--- src/rtl/ocp_pkg.sv ---
package ocp_pkg;

    typedef enum logic [2:0] {
        ST_OFF   = 3'd0,
        ST_ARMED = 3'd1,
        ST_PULSE = 3'd2,
        ST_DONE  = 3'd3,
        ST_PWM   = 3'd4,
        ST_FAULT = 3'd5
    } ocp_state_e;

    localparam logic [2:0] MD_OFF = 3'b000;
    localparam logic [2:0] MD_SET = 3'b001;
    localparam logic [2:0] MD_CLR = 3'b010;
    localparam logic [2:0] MD_TGL = 3'b011;
    localparam logic [2:0] MD_ONE = 3'b100;
    localparam logic [2:0] MD_PWM = 3'b110;

    localparam logic [2:0] SEL_SYS = 3'b111;

    localparam logic [2:0] A_CTRL = 3'd0;
    localparam logic [2:0] A_PRI  = 3'd1;
    localparam logic [2:0] A_SEC  = 3'd2;
    localparam logic [2:0] A_TRIG = 3'd3;
    localparam logic [2:0] A_CNT  = 3'd4;

    function automatic ocp_state_e entry_state(input logic [2:0] md);
        case (md)
            MD_SET, MD_CLR, MD_TGL, MD_ONE: return ST_ARMED;
            MD_PWM:                         return ST_PWM;
            default:                        return ST_OFF;
        endcase
    endfunction

endpackage

--- src/rtl/ocp_tick_sel.sv ---
module ocp_tick_sel
    import ocp_pkg::*;
#(
    parameter int NEXT = 5
) (
    input  logic [2:0]      sel,
    input  logic [NEXT-1:0] ext_tick,
    input  logic            idle_in,
    input  logic            idle_stop,
    output logic            tick
);

    logic raw;

    always_comb begin
        raw = 1'b0;
        if (sel == SEL_SYS) begin
            raw = 1'b1;
        end else begin
            for (int i = 0; i < NEXT; i++) begin
                if (sel == 3'(i)) raw = ext_tick[i];
            end
        end
    end

    assign tick = raw & ~(idle_in & idle_stop);

endmodule

--- src/rtl/ocp_regs.sv ---
module ocp_regs
    import ocp_pkg::*;
#(
    parameter int DW = 16,
    parameter int CW = 16
) (
    input  logic          clk,
    input  logic          rst_n,
    input  logic          wr_en,
    input  logic [2:0]    wr_addr,
    input  logic [DW-1:0] wr_data,
    input  logic [2:0]    fault_in,
    input  logic          rollover,
    input  logic          sec_hit,
    output logic [2:0]    mode,
    output logic          trig_auto,
    output logic          idle_stop,
    output logic [2:0]    clk_sel,
    output logic [2:0]    fault_stat,
    output logic [CW-1:0] pri_act,
    output logic [CW-1:0] sec_act,
    output logic [CW-1:0] pri_buf,
    output logic [CW-1:0] sec_buf,
    output logic          trig_stat,
    output logic          fault_active,
    output logic          fault_live,
    output logic [DW-1:0] ctrl_word
);

    logic [2:0] fen;
    logic       is_pwm, wr_ctrl, wr_pri, wr_sec, wr_trig;

    assign is_pwm  = (mode == MD_PWM);
    assign wr_ctrl = wr_en && (wr_addr == A_CTRL);
    assign wr_pri  = wr_en && (wr_addr == A_PRI);
    assign wr_sec  = wr_en && (wr_addr == A_SEC);
    assign wr_trig = wr_en && (wr_addr == A_TRIG);

    assign fault_active = |(fault_stat & fen);
    assign fault_live   = |(fault_in & fen);
    assign ctrl_word    = DW'({fault_stat, fen, clk_sel, idle_stop, trig_auto, mode});

    always_ff @(posedge clk or negedge rst_n) begin
        if (!rst_n) begin
            mode       <= MD_OFF;
            trig_auto  <= 1'b0;
            idle_stop  <= 1'b0;
            clk_sel    <= 3'b000;
            fen        <= 3'b000;
            fault_stat <= 3'b000;
            pri_act    <= '0;
            sec_act    <= '0;
            pri_buf    <= '0;
            sec_buf    <= '0;
            trig_stat  <= 1'b0;
        end else begin
            if (wr_ctrl) begin
                mode      <= wr_data[2:0];
                trig_auto <= wr_data[3];
                idle_stop <= wr_data[4];
                clk_sel   <= wr_data[7:5];
                fen       <= wr_data[10:8];
            end
            fault_stat <= (fault_stat & ~(wr_ctrl ? wr_data[13:11] : 3'b000))
                        | (is_pwm ? (fault_in & fen) : 3'b000);
            if (wr_pri) pri_buf <= CW'(wr_data);
            if (wr_sec) sec_buf <= CW'(wr_data);
            if (rollover) begin
                pri_act <= pri_buf;
                sec_act <= sec_buf;
            end else if (!is_pwm) begin
                if (wr_pri) pri_act <= CW'(wr_data);
                if (wr_sec) sec_act <= CW'(wr_data);
            end
            if (wr_trig)                   trig_stat <= wr_data[0];
            else if (trig_auto && sec_hit) trig_stat <= 1'b0;
        end
    end

endmodule

--- src/rtl/ocp_core.sv ---
module ocp_core
    import ocp_pkg::*;
#(
    parameter int CW = 16
) (
    input  logic          clk,
    input  logic          rst_n,
    input  logic [2:0]    mode,
    input  logic          tick,
    input  logic [CW-1:0] pri_act,
    input  logic [CW-1:0] sec_act,
    input  logic          fault_active,
    input  logic          fault_live,
    output logic [CW-1:0] cnt,
    output logic          cmp_out,
    output logic          sec_hit,
    output logic          rollover,
    output logic          restart,
    output ocp_state_e    state
);

    ocp_state_e nxt;
    logic [2:0] mode_q;
    logic       out_q, running, pri_hit;

    assign restart  = (mode != mode_q);
    assign running  = (state != ST_OFF) && !restart && tick;
    assign pri_hit  = running && (cnt == pri_act);
    assign sec_hit  = running && (cnt == sec_act);
    assign rollover = sec_hit && (state == ST_PWM || state == ST_FAULT);

    always_comb begin
        nxt = state;
        if (restart) begin
            nxt = entry_state(mode);
        end else begin
            unique case (state)
                ST_OFF:   nxt = ST_OFF;
                ST_ARMED: if (pri_hit) begin
                              if (mode == MD_ONE)      nxt = ST_PULSE;
                              else if (mode != MD_TGL) nxt = ST_DONE;
                          end
                ST_PULSE: if (sec_hit) nxt = ST_DONE;
                ST_DONE:  nxt = ST_DONE;
                ST_PWM:   if (fault_active) nxt = ST_FAULT;
                ST_FAULT: if (!fault_active && !fault_live && sec_hit) nxt = ST_PWM;
                default:  nxt = ST_OFF;
            endcase
        end
    end

    always_ff @(posedge clk or negedge rst_n) begin
        if (!rst_n) begin
            state  <= ST_OFF;
            mode_q <= MD_OFF;
        end else begin
            state  <= nxt;
            mode_q <= mode;
        end
    end

    always_ff @(posedge clk or negedge rst_n) begin
        if (!rst_n) begin
            cnt   <= '0;
            out_q <= 1'b0;
        end else if (restart) begin
            cnt   <= '0;
            out_q <= (mode == MD_CLR);
        end else begin
            if (running) cnt <= rollover ? '0 : cnt + 1'b1;
            if (pri_hit && state == ST_ARMED) begin
                case (mode)
                    MD_SET, MD_ONE: out_q <= 1'b1;
                    MD_CLR:         out_q <= 1'b0;
                    MD_TGL:         out_q <= ~out_q;
                    default:        out_q <= out_q;
                endcase
            end
            if (sec_hit && state == ST_PULSE) out_q <= 1'b0;
        end
    end

    always_comb begin
        unique case (state)
            ST_PWM:           cmp_out = (cnt < pri_act) && !fault_active;
            ST_OFF, ST_FAULT: cmp_out = 1'b0;
            default:          cmp_out = out_q;
        endcase
    end

endmodule

--- src/rtl/ocpwm_unit.sv ---
module ocpwm_unit
    import ocp_pkg::*;
#(
    parameter int DW   = 16,
    parameter int CW   = 16,
    parameter int NEXT = 5
) (
    input  logic            clk,
    input  logic            rst_n,
    input  logic [NEXT-1:0] ext_tick,
    input  logic            idle_in,
    input  logic [2:0]      fault_in,
    input  logic            wr_en,
    input  logic [2:0]      wr_addr,
    input  logic [DW-1:0]   wr_data,
    input  logic [2:0]      rd_addr,
    output logic [DW-1:0]   rd_data,
    output logic            cmp_out,
    output logic            trig_stat
);

    logic [2:0]    mode, clk_sel, fault_stat;
    logic          trig_auto, idle_stop, tick, sec_hit, rollover, restart;
    logic          fault_active, fault_live;
    logic [CW-1:0] pri_act, sec_act, pri_buf, sec_buf, cnt;
    logic [DW-1:0] ctrl_word;
    ocp_state_e    state;

    ocp_tick_sel #(.NEXT(NEXT)) u_tick (
        .sel(clk_sel), .ext_tick(ext_tick), .idle_in(idle_in),
        .idle_stop(idle_stop), .tick(tick)
    );

    ocp_regs #(.DW(DW), .CW(CW)) u_regs (
        .clk(clk), .rst_n(rst_n), .wr_en(wr_en), .wr_addr(wr_addr),
        .wr_data(wr_data), .fault_in(fault_in), .rollover(rollover),
        .sec_hit(sec_hit), .mode(mode), .trig_auto(trig_auto),
        .idle_stop(idle_stop), .clk_sel(clk_sel), .fault_stat(fault_stat),
        .pri_act(pri_act), .sec_act(sec_act), .pri_buf(pri_buf),
        .sec_buf(sec_buf), .trig_stat(trig_stat), .fault_active(fault_active),
        .fault_live(fault_live), .ctrl_word(ctrl_word)
    );

    ocp_core #(.CW(CW)) u_core (
        .clk(clk), .rst_n(rst_n), .mode(mode), .tick(tick),
        .pri_act(pri_act), .sec_act(sec_act), .fault_active(fault_active),
        .fault_live(fault_live), .cnt(cnt), .cmp_out(cmp_out),
        .sec_hit(sec_hit), .rollover(rollover), .restart(restart),
        .state(state)
    );

    always_comb begin
        case (rd_addr)
            A_CTRL:  rd_data = ctrl_word;
            A_PRI:   rd_data = DW'(pri_buf);
            A_SEC:   rd_data = DW'(sec_buf);
            A_TRIG:  rd_data = DW'(trig_stat);
            A_CNT:   rd_data = DW'(cnt);
            default: rd_data = '0;
        endcase
    end

endmodule

--- config.mk ---
export PLATFORM = sky130hd
export DESIGN_NAME = ocpwm_unit
export DESIGN_NICKNAME = d
export VERILOG_FILES = /design/src/rtl/ocp_pkg.sv /design/src/rtl/ocp_tick_sel.sv /design/src/rtl/ocp_regs.sv /design/src/rtl/ocp_core.sv /design/src/rtl/ocpwm_unit.sv
export SDC_FILE = /design/constraint.sdc
export NUM_CORES = 1
export LEC_CHECK = 0
export ABC_AREA = 0
export BUFFER_PORTS_ARGS = -buffer_cell sky130_fd_sc_hd__buf_2
export CAP_MARGIN = 0
export CELL_PAD_IN_SITES_DETAIL_PLACEMENT = 0
export CELL_PAD_IN_SITES_GLOBAL_PLACEMENT = 1
export CORE_ASPECT_RATIO = 0.6
export CORE_MARGIN = 3
export CORE_UTILIZATION = 30
export DETAILED_ROUTE_END_ITERATION = 7
export GPL_TIMING_DRIVEN = 0
export PLACE_DENSITY_LB_ADDON = 0.1
export SETUP_SLACK_MARGIN = 0.5
export SKIP_LAST_GASP = 1
export SLEW_MARGIN = 20
export SYNTH_ARGS = -nofsm -noshare
export SYNTH_HDL_FRONTEND = slang
export SYNTH_SLANG_ARGS = --single-unit
--- constraint.sdc ---
create_clock -name clk -period 6.3 [get_ports clk]
set_input_delay 0.63 -clock clk [delete_from_list [all_inputs] [get_ports clk]]
set_output_delay 0.63 -clock clk [all_outputs]
set_load 0.01 [all_outputs]
==> reports/qor.yml <==
outcome: "completed"
synthToLayoutAreaGrowth_pct: 15.4
ys_seq_elements: 102
clock_path_buffers: 2
h-tree-depth: 3
start_kind: "input pin"
critPathArrivalTime_ns: 2.76
ys_warn_count: 0
die_w_um: 185
grt_pass1_wl_um: 29500
cts_tree: "built"
fmax_ghz: 0.295
start_util_pct: 31.3
min_path_type: "in2async"
grt_max_degree: 74
hold_violations: 0
cp_max_fo: 10
syn_area_um2: 5790
via_per_inst: 5.18
wirelength_um: 19000
synth_commonest_cells: "102 x dfrtp_1, 78 x nand2_1, 56 x o21ai_0"
worst_slew_pin_slew_ns: 0.845
synth.area.top_cells: "dfrtp_1 44%, mux2_2 8.4%, mux2i_1 8.1%, nand2_1 5.1%, o21ai_0 4.8%"
dpl.hpwl_um: 14400
setup_viol: 0
grt_pass1_vias: 4674
worst_ir_drop_vdd_uv: 135
synth_edf_count: 0
die_h_um: 114
antenna_found_initial: 0
cts_resized: 0
synth_flop_cell: "dfrtp_1"
yosysMostFrequentCell: "dfrtp_1"
io_pins: 52
clockRootBuffer: "clkbuf_16"
syn_nets: 637
core_um2: 18500
fin_nets: 697
cp-startpoint: "rd_addr[1]"
drtPass1Iterations: 5
overflow: 0
holdWs_ns: 0.144
drive_above_1_share_pct: 20.1
endpoint_kind: "primary output"
cts_made_buffers: 9
synth_area_per_cell_um2: 9.87
path_clk_slew_ns: 0.07
synthCells: 586
ant_nets: 0
required_ns: 5.67
async_reset_ff_share_pct: 100
slew_headroom_pct: 43.5
r2r_start: "u_core.cnt[3]$_DFFE_PN0P_"
hold_buffers: 0
dieArea_um2: 21000
synth_seq_area_share_pct: 44.1
r2r_slack_ns: 3.32
drc: 0
rows: 38
portBuffers: 48
wl_per_cell_um: 21.4
drv_slew: 0
post_cts_buffers: 0
synth.top_cell.area_share_pct: 44.1
critical_path_class: "in2out"
worstSkewPairLatency_ns: 0.37
gp_congestion: 0.809
n_antenna_cell: 0
yosysTopAreaCell: "dfrtp_1"
cts_num_sinks: 102
finalClockSkew_ns: 0.0120
timing.final.crit_share_pct: 53.7
cap_violations: 0
drt-initial-drc-count: 366
powerDensity_nw_per_um2: 303
leakagePower_nw: 3.02
min_period_ns: 3.39
rsz0062_at_grt: "false"
grtUsageTotal_pct: 19.0
synth_cell_types: 51
setup_tns_ns: 0
fillCellCount: 1876
vias: 4615
## cell type report
| type | count | area, µm² | share of cell area, % |
|---|---|---|---|
| inverters | 22 | 82.6 | 1.24 |
| plain buffers | 35 | 178 | 2.66 |
| flip-flops and latches | 102 | 2550 | 38.2 |
| multi-input cells | 427 | 2970 | 44.5 |
| clock buffers | 11 | 253 | 3.79 |
| clock inverters | 5 | 63.8 | 0.956 |
| repair buffers | 49 | 274 | 4.10 |
| well taps | 240 | 300 | 4.50 |
## critical path, stage by stage
cell and delay, ns:
clkbuf_1 0.48, nor3b_1 0.77, clkbuf_1 0.49, nand2_1 0.13, o21ai_0 0.09, buf_2 0.16
## kinds of logic after synthesis
kind of cell	count (synthesis)	share of synthesized area (%)
multiplexers	91	16.9
buffers and inverters	57	4.50
adder cells (fa/ha/maj)	17	3.68
AND/OR/NAND/NOR	170	14.6
XOR/XNOR	25	3.78
flip-flops	102	44.1
AO/OA/AOI/OAI	124	12.4
## final timing paths
path,cells after the start,endpoint
hold reg to reg,0,u_core.mode_q[1]$_DFF_PN0_
setup / recovery,6,rd_data[8]
hold / removal,1,u_core.mode_q[0]$_DFF_PN0_
min in group clk,0,u_core.mode_q[1]$_DFF_PN0_
setup reg to reg,6,u_regs.pri_act[10]$_DFFE_PN0P_
max in group asynchronous,2,u_regs.sec_buf[9]$_DFFE_PN0P_
## where the power goes
group          switching, mW  total [mW]  leakage [nW]  internal [mW]
clock                  0.274       0.609         0.158          0.335
sequential             0.117       0.909          1.26          0.792
combinational          0.284       0.505          1.60          0.221
## layout by cell type, fill, tap and decap left out, types with 3 or more instances in the layout
cell type  netlist  final
nand2_1         78     78
and3_1           5      5
buf_6            3      4
dfrtp_1        102    102
nand3_1         10     10
mux2i_1         47     47
inv_1           22     22
buf_2           10     57
mux2_2          43     43
xnor2_1         25     25
a41oi_1          3      3
nand2b_1         9      9
a21o_1           4      4
ha_1            17     17
a31oi_1         11     11
nor2_1          21     21
nor3_1          10     10
clkbuf_16        0      9
nand4_1          9      9
a22o_1           3      3
clkbuf_1        18     18
nor2b_1         10     10
nor3b_1          5      5
a21oi_1         29     29
buf_4            3      3
o21ai_0         56     56
## routing by layer
layer	vias to the layer above	wire length [µm]	GRT usage [%]
li1	2205	-	-
met1	2283	10800	32.0
met2	115	7170	24.4
met3	12	902	3.66
met4	0	183	3.60
met5	-	0	0
## per-stage QoR
step	cell area (µm²)	std cells	util [%]	power, mW	setup WS (ns)
2_1_floorplan	5790	586	-	1.23	3.77
3_3_place_gp	6330	874	34.2	1.41	2.99
3_5_place_dp	6360	875	34.4	1.43	2.96
4_1_cts	6680	891	36.1	2.04	2.96
5_1_grt	6680	891	36.1	2.15	2.74
6_report	6680	891	36.1	2.02	2.91
## sequential cells by signal, indices dropped and copies added, names as in the netlist
signal and cells:
u_core.cnt 16, u_core.mode_q 3, u_core.out_q 1, u_core.state 3, u_regs.clk_sel 3, u_regs.fault_stat 3, u_regs.fen 3, u_regs.idle_stop 1
u_regs.mode 3, u_regs.pri_act 16, u_regs.pri_buf 16, u_regs.sec_act 16, u_regs.sec_buf 16, u_regs.trig_auto 1, u_regs.trig_stat 1
No activity file was read; power rests on OpenSTA's default activity.
